==> src/rtl/keybank_pkg.sv <==
package keybank_pkg;

  typedef enum logic [1:0] {
    ACC_NONE = 2'd0,
    ACC_RW   = 2'd1,
    ACC_RO   = 2'd2,
    ACC_WO   = 2'd3
  } acc_t;

  typedef enum logic [2:0] {
    ROLE_NONE  = 3'd0,
    ROLE_STORE = 3'd1,
    ROLE_BIT0  = 3'd2,
    ROLE_CLOSE = 3'd3,
    ROLE_OPEN  = 3'd4,
    ROLE_STATE = 3'd5,
    ROLE_SRST  = 3'd6,
    ROLE_CONST = 3'd7
  } role_t;

  // word offsets of the fixed map
  localparam int OFS_BIT0   = 'h000;
  localparam int OFS_CLOSE  = 'h001;
  localparam int OFS_OPEN   = 'h002;
  localparam int OFS_STATE  = 'h003;
  localparam int OFS_SRST   = 'h080;
  localparam int OFS_ID     = 'h081;
  localparam int OFS_BOOT   = 'h082;
  localparam int OFS_PLLST  = 'h083;
  localparam int OFS_DDRST0 = 'h084;
  localparam int OFS_DDRST1 = 'h085;
  localparam int OFS_CMD0   = 'h090;
  localparam int OFS_CMD1   = 'h091;

  localparam logic [15:0] CLOSE_KEY = 16'h767B;
  localparam logic [15:0] OPEN_KEY  = 16'hDF0D;

  // storage slot numbering
  localparam int SLOT_BIT0 = 0;
  localparam int SLOT_SRST = 1;
  localparam int SLOT_CMD0 = 2;
  localparam int SLOT_CMD1 = 3;
  localparam int SLOT_GP0  = 4;

  // constant word indices carried in the slot field
  localparam int K_ID    = 0;
  localparam int K_BOOT  = 1;
  localparam int K_PLL   = 2;
  localparam int K_DDR0  = 3;
  localparam int K_DDR1  = 4;

endpackage

==> src/rtl/keybank_decode.sv <==
module keybank_decode #(
  parameter int ADDR_W  = 10,
  parameter int GP_BASE = 'h040,
  parameter int GP_N    = 16,
  parameter int SLOT_W  = 5
) (
  input  logic [ADDR_W-1:0]       ofs,
  output keybank_pkg::acc_t       acc,
  output keybank_pkg::role_t      role,
  output logic [SLOT_W-1:0]       slot
);
  import keybank_pkg::*;

  logic [ADDR_W-1:0] rel;

  always_comb begin
    acc  = ACC_NONE;
    role = ROLE_NONE;
    slot = '0;
    rel  = ofs - ADDR_W'(GP_BASE);
    case (ofs)
      ADDR_W'(OFS_BIT0):   begin acc = ACC_RW; role = ROLE_BIT0;  slot = SLOT_W'(SLOT_BIT0); end
      ADDR_W'(OFS_CLOSE):  begin acc = ACC_WO; role = ROLE_CLOSE; end
      ADDR_W'(OFS_OPEN):   begin acc = ACC_WO; role = ROLE_OPEN;  end
      ADDR_W'(OFS_STATE):  begin acc = ACC_RO; role = ROLE_STATE; end
      ADDR_W'(OFS_SRST):   begin acc = ACC_RW; role = ROLE_SRST;  slot = SLOT_W'(SLOT_SRST); end
      ADDR_W'(OFS_ID):     begin acc = ACC_RO; role = ROLE_CONST; slot = SLOT_W'(K_ID);   end
      ADDR_W'(OFS_BOOT):   begin acc = ACC_RO; role = ROLE_CONST; slot = SLOT_W'(K_BOOT); end
      ADDR_W'(OFS_PLLST):  begin acc = ACC_RO; role = ROLE_CONST; slot = SLOT_W'(K_PLL);  end
      ADDR_W'(OFS_DDRST0): begin acc = ACC_RO; role = ROLE_CONST; slot = SLOT_W'(K_DDR0); end
      ADDR_W'(OFS_DDRST1): begin acc = ACC_RO; role = ROLE_CONST; slot = SLOT_W'(K_DDR1); end
      ADDR_W'(OFS_CMD0):   begin acc = ACC_WO; role = ROLE_STORE; slot = SLOT_W'(SLOT_CMD0); end
      ADDR_W'(OFS_CMD1):   begin acc = ACC_WO; role = ROLE_STORE; slot = SLOT_W'(SLOT_CMD1); end
      default: begin
        if (ofs >= ADDR_W'(GP_BASE) && rel < ADDR_W'(GP_N)) begin
          acc  = ACC_RW;
          role = ROLE_STORE;
          slot = SLOT_W'(rel) + SLOT_W'(SLOT_GP0);
        end
      end
    endcase
  end

endmodule

==> src/rtl/keybank_lock.sv <==
module keybank_lock #(
  parameter int KEY_W = 16
) (
  input  logic             clk,
  input  logic             rst_n,
  input  logic             close_wr,
  input  logic             open_wr,
  input  logic [KEY_W-1:0] key,
  output logic             locked
);
  import keybank_pkg::*;

  always_ff @(posedge clk) begin
    if (!rst_n) begin
      locked <= 1'b1;
    end else if (close_wr && key == KEY_W'(CLOSE_KEY)) begin
      locked <= 1'b1;
    end else if (open_wr && key == KEY_W'(OPEN_KEY)) begin
      locked <= 1'b0;
    end
  end

endmodule

==> src/rtl/keybank_store.sv <==
module keybank_store #(
  parameter int DATA_W      = 32,
  parameter int NSLOT       = 20,
  parameter int SLOT_W      = 5,
  parameter int GP_RST_STEP = 'h00010100
) (
  input  logic              clk,
  input  logic              rst_n,
  input  logic              we,
  input  logic [SLOT_W-1:0] wslot,
  input  logic [DATA_W-1:0] wval,
  input  logic [SLOT_W-1:0] rslot,
  output logic [DATA_W-1:0] rval
);
  import keybank_pkg::*;

  logic [NSLOT*DATA_W-1:0] flat;

  for (genvar i = 0; i < NSLOT; i++) begin : g_slot
    localparam logic [DATA_W-1:0] RV =
      (i >= SLOT_GP0) ? DATA_W'((i - SLOT_GP0 + 1) * GP_RST_STEP) : '0;
    logic [DATA_W-1:0] q;
    always_ff @(posedge clk) begin
      if (!rst_n) begin
        q <= RV;
      end else if (we && wslot == SLOT_W'(i)) begin
        q <= wval;
      end
    end
    assign flat[i*DATA_W +: DATA_W] = q;
  end

  always_comb begin
    rval = '0;
    if (int'(rslot) < NSLOT) begin
      rval = flat[int'(rslot)*DATA_W +: DATA_W];
    end
  end

endmodule

==> src/rtl/keybank_top.sv <==
module keybank_top #(
  parameter int          ADDR_W    = 10,
  parameter int          DATA_W    = 32,
  parameter int          GP_BASE   = 'h040,
  parameter int          GP_N      = 16,
  parameter logic [31:0] ID_CODE   = 32'h1B0C_5A01,
  parameter logic [31:0] BOOT_CFG  = 32'h0000_0005,
  parameter logic [31:0] PLL_STAT  = 32'h0000_003F,
  parameter logic [31:0] DDR_STAT0 = 32'h0000_0011,
  parameter logic [31:0] DDR_STAT1 = 32'h0000_0000
) (
  input  logic              clk,
  input  logic              rst_n,
  input  logic [ADDR_W-1:0] ofs,
  input  logic              wr_en,
  input  logic              rd_en,
  input  logic [DATA_W-1:0] wdata,
  output logic [DATA_W-1:0] rdata,
  output logic              err,
  output logic              srst_req
);
  import keybank_pkg::*;

  localparam int NSLOT  = SLOT_GP0 + GP_N;
  localparam int SLOT_W = $clog2(NSLOT);
  localparam int KEY_W  = 16;

  acc_t              acc;
  role_t             role;
  logic [SLOT_W-1:0] slot;
  logic              lock_q;
  logic              wr_class_ok, rd_class_ok;
  logic              key_wr, commit;
  logic [DATA_W-1:0] wval, sval, rnext, kval;

  keybank_decode #(
    .ADDR_W(ADDR_W), .GP_BASE(GP_BASE), .GP_N(GP_N), .SLOT_W(SLOT_W)
  ) u_dec (
    .ofs(ofs), .acc(acc), .role(role), .slot(slot)
  );

  assign wr_class_ok = (acc == ACC_RW) || (acc == ACC_WO);
  assign rd_class_ok = (acc == ACC_RW) || (acc == ACC_RO);
  assign key_wr      = wr_en && (role == ROLE_CLOSE || role == ROLE_OPEN);
  assign commit      = wr_en && wr_class_ok && !key_wr && !lock_q;

  keybank_lock #(.KEY_W(KEY_W)) u_lock (
    .clk(clk), .rst_n(rst_n),
    .close_wr(key_wr && role == ROLE_CLOSE),
    .open_wr(key_wr && role == ROLE_OPEN),
    .key(wdata[KEY_W-1:0]),
    .locked(lock_q)
  );

  assign wval = (role == ROLE_BIT0) ? {{(DATA_W-1){1'b0}}, wdata[0]} : wdata;

  keybank_store #(
    .DATA_W(DATA_W), .NSLOT(NSLOT), .SLOT_W(SLOT_W)
  ) u_store (
    .clk(clk), .rst_n(rst_n),
    .we(commit), .wslot(slot), .wval(wval),
    .rslot(slot), .rval(sval)
  );

  always_comb begin
    case (int'(slot))
      K_ID:    kval = DATA_W'(ID_CODE);
      K_BOOT:  kval = DATA_W'(BOOT_CFG);
      K_PLL:   kval = DATA_W'(PLL_STAT);
      K_DDR0:  kval = DATA_W'(DDR_STAT0);
      K_DDR1:  kval = DATA_W'(DDR_STAT1);
      default: kval = '0;
    endcase
  end

  always_comb begin
    case (role)
      ROLE_STORE, ROLE_BIT0, ROLE_SRST: rnext = sval;
      ROLE_STATE: rnext = {{(DATA_W-1){1'b0}}, lock_q};
      ROLE_CONST: rnext = kval;
      default:    rnext = '0;
    endcase
  end

  always_ff @(posedge clk) begin
    if (!rst_n) begin
      rdata    <= '0;
      srst_req <= 1'b0;
    end else begin
      if (rd_en) rdata <= rnext;
      srst_req <= commit && (role == ROLE_SRST) && wdata[0];
    end
  end

  assign err = (wr_en && !key_wr && !commit) || (rd_en && !rd_class_ok);

endmodule

==> config.mk <==
export PLATFORM = sky130hd
export DESIGN_NAME = keybank_top
export DESIGN_NICKNAME = d
export VERILOG_FILES = /design/src/rtl/keybank_pkg.sv /design/src/rtl/keybank_decode.sv /design/src/rtl/keybank_lock.sv /design/src/rtl/keybank_store.sv /design/src/rtl/keybank_top.sv
export SDC_FILE = /design/constraint.sdc
export NUM_CORES = 1
export LEC_CHECK = 0
export CELL_PAD_IN_SITES_DETAIL_PLACEMENT = 1
export CELL_PAD_IN_SITES_GLOBAL_PLACEMENT = 1
export CORE_ASPECT_RATIO = 1.4
export CORE_MARGIN = 8
export CORE_UTILIZATION = 46
export DETAILED_ROUTE_END_ITERATION = 10
export PLACE_DENSITY_LB_ADDON = 0.1
export SLEW_MARGIN = 0
export SYNTH_ARGS = -nofsm -noshare
export SYNTH_HDL_FRONTEND = slang
export SYNTH_SLANG_ARGS = --single-unit
==> constraint.sdc <==
create_clock -name clk -period 5.26 [get_ports clk]
set_clock_uncertainty 0.05 [all_clocks]
set_input_delay 1.315 -clock clk [delete_from_list [all_inputs] [get_ports clk]]
set_output_delay 1.315 -clock clk [all_outputs]
set_load 0.03 [all_outputs]
==> metrics <==
most instantiated cells after synthesis nand2_1, nor2_1, dfxtp_1, a21oi_1, clkbuf_1; Req. time, crit path 3.89 ns; Total GRT Usage 0.342; Num CTS Buffers 70; Crit. End Element output port; Die ar. 72500 um2; EDFF count, synth 0; final core utilization 0.527; sequential share of the synthesized area 0.458; largest net degree at the start of global routing 203; number of remaining DRC errors 0; CTS Sinks 674; Cells after Synth 4004; Clock Tree Buf Depth 3; initial core utilization 0.461; outcome completed; asr flop ratio synth 0; WL final 128000 um; count of buffers from port buffering 79; CP Max Fanout 9; first-pass GRT wire length 191000 um; Final Hold Fails 0; WHS Endpoint u_store.g_slot[13].q[18]; global route overflow 0; Layout Nets 3996; setup violators final 0; reg2reg end u_store.g_slot[3].q[1]; Max-cap violations 0; element type at the critical path start primary input; 1st-pass router iterations 6; PD cells 305 nW/um2; Avg WL per Cell 26.4 um; Via density 6.20; Min-Delay Path Class reg2reg; Net Count, Synth 4053; post-CTS setup buffers 0; most frequent cell after synthesis nand2_1; Post-synth top flop dfxtp_1; FMAX 196 MHz; hpwl dp 80800 um; Tcrit/Tclk final 0.969; top cells by area, synth dfxtp_1, nand2_1, a21oi_1; Synth cell types 67; initial antenna violation count 4; Worst-Skew Late Latency 0.62 ns; die height 315 um; CTS tree built; clk root buf clkbuf_16; reg2reg start u_lock.locked; vias in the first global route 31200; final setup margin 0.165 ns; top cell type's share of synthesized area 0.458; DRT iter0 DRCs 2617; Seq cells post-synth 674; Slew Limit Fails 0; maximum vdd drop 0.239 mV; post-synth top area cell dfxtp_1; die width 230 um; fraction of layout cells with a size suffix above 1 0.0776; minimum clock period 5.09 ns; vias 30000; ANT nets after route 0; RSZ-0062 raised after global routing no; Core Region 63900 um2; Mapped Area 29500 um2; Worst Setup Path Type in2out; Layout area overhead 14.2%; synthesized area per cell 7.36 um2; Worst EP arrival 3.73 ns; leak pwr 0.0122 uW; row count 110; reg2reg setup slack 2.76 ns; CTS H-tree depth 3; Hold-fix buffers, CTS 0; synthesis warning total 0; IO Pins 80; Post-Place Worst Slack 0.0450 ns; slew margin rel. 0.0716; clock slew at reported path FFs 0.06 ns; Slew @ Worst Pin 1.39 ns; post-route setup TNS 0 ns; Worst Hold Path Cells 2; r2r worst-path depth 8; gpl congestion 0.889; post-CTS resize count 0; Hold Crit Start u_store.g_slot[13].q[18]
==> cells in the final DEF, fill, tap and decap left out, types with 7 or more instances in the layout <==
cell,count
clkbuf_1,23
a221oi_1,17
a211oi_1,19
clkdlybuf4s50_1,77
buf_4,123
nor3_1,9
o211ai_1,68
nand3_1,145
a31oi_1,37
and3_1,25
mux2_2,8
clkbuf_8,15
nand4_1,32
and2_1,34
mux2i_1,136
clkinv_2,8
nand2_2,13
nand2_1,959
a21oi_1,559
dfxtp_1,674
clkbuf_16,71
buf_12,31
a22oi_1,12
o31ai_1,7
a32oi_1,29
nor2_1,674
inv_1,9
a221o_1,11
o21ai_0,56
==> registers in the layout, summed over array words and instances, names as in the netlist <==
name / flops
u_store.g_slot.q: 640
rdata: 32
srst_req: 1
u_lock.locked: 1
==> logic make-up (layout without fill, tap and decap cells) <==
family / count (synthesis) / count (layout) / share of synthesized area
compound gates: 868 / 868 / 0.172
xor+xnor: 2 / 2 / 0.000595
fa+ha+maj: 3 / 3 / 0.00127
buf+inv: 371 / 361 / 0.0514
flops: 674 / 674 / 0.458
mux: 144 / 144 / 0.0493
other cells: 0 / 2 / 0
simple gates: 1942 / 1942 / 0.268
==> cell type report <==
| cell class | count | area [um2] |
|---|---|---|
| tap | 840 | 1050 |
| clock buffer | 109 | 2070 |
| fill | 7896 | 30200 |
| clock inverter | 10 | 56.3 |
| multi-input combinational | 2959 | 14600 |
| antenna | 2 | 5.00 |
| inverter | 10 | 45.0 |
| sequential | 674 | 13500 |
| timing repair buffer | 232 | 2320 |
==> routing by layer <==
layer,wire length (um),up-vias,share of wire,global-route usage
met5,41,-,0.00032,0
met4,8900,6,0.070,0.230
met3,9150,463,0.072,0.0586
met2,61100,1259,0.48,0.579
met1,48700,15000,0.38,0.392
li1,-,13300,-,-
==> power by group <==
part	leakage [uW]	switching [uW]	total, uW	internal, uW
sequential	0.00543	1.27	5110	5100
combinational	0.00570	291	375	83.8
clock	0.00105	2110	4800	2690
==> per-stage QoR <==
stage	instances	instance area [um2]	hold slack [ns]	total power [uW]
floorplan	4004	29500	0.382	5420
global placement	4715	31500	0.388	5580
detailed placement	4715	31500	0.392	5590
CTS	4834	33600	0.401	10300
global route	4834	33600	0.428	10600
finish	4836	33600	0.405	10300
==> worst max-delay path by stage <==
stage,from,end,slack [ns]
detailed placement,ofs[2],rdata[2],0.04
CTS,ofs[2],err,0.19
floorplan,ofs[4],err,0.65
global placement,ofs[2],rdata[3],0.06
global route,ofs[2],err,0.04
finish,ofs[2],err,0.17
==> critical path, stage by stage <==
cell             delay, ns
clkdlybuf4s50_1       0.48
inv_1                 0.12
ha_1                  0.17
buf_4                 0.16
nor4b_1               0.34
buf_4                 0.18
o2111a_1              0.26
o21ai_0               0.14
a32o_1                0.22
a21o_1                0.17
buf_4                 0.16
No activity file was read; power rests on OpenSTA's default activity.
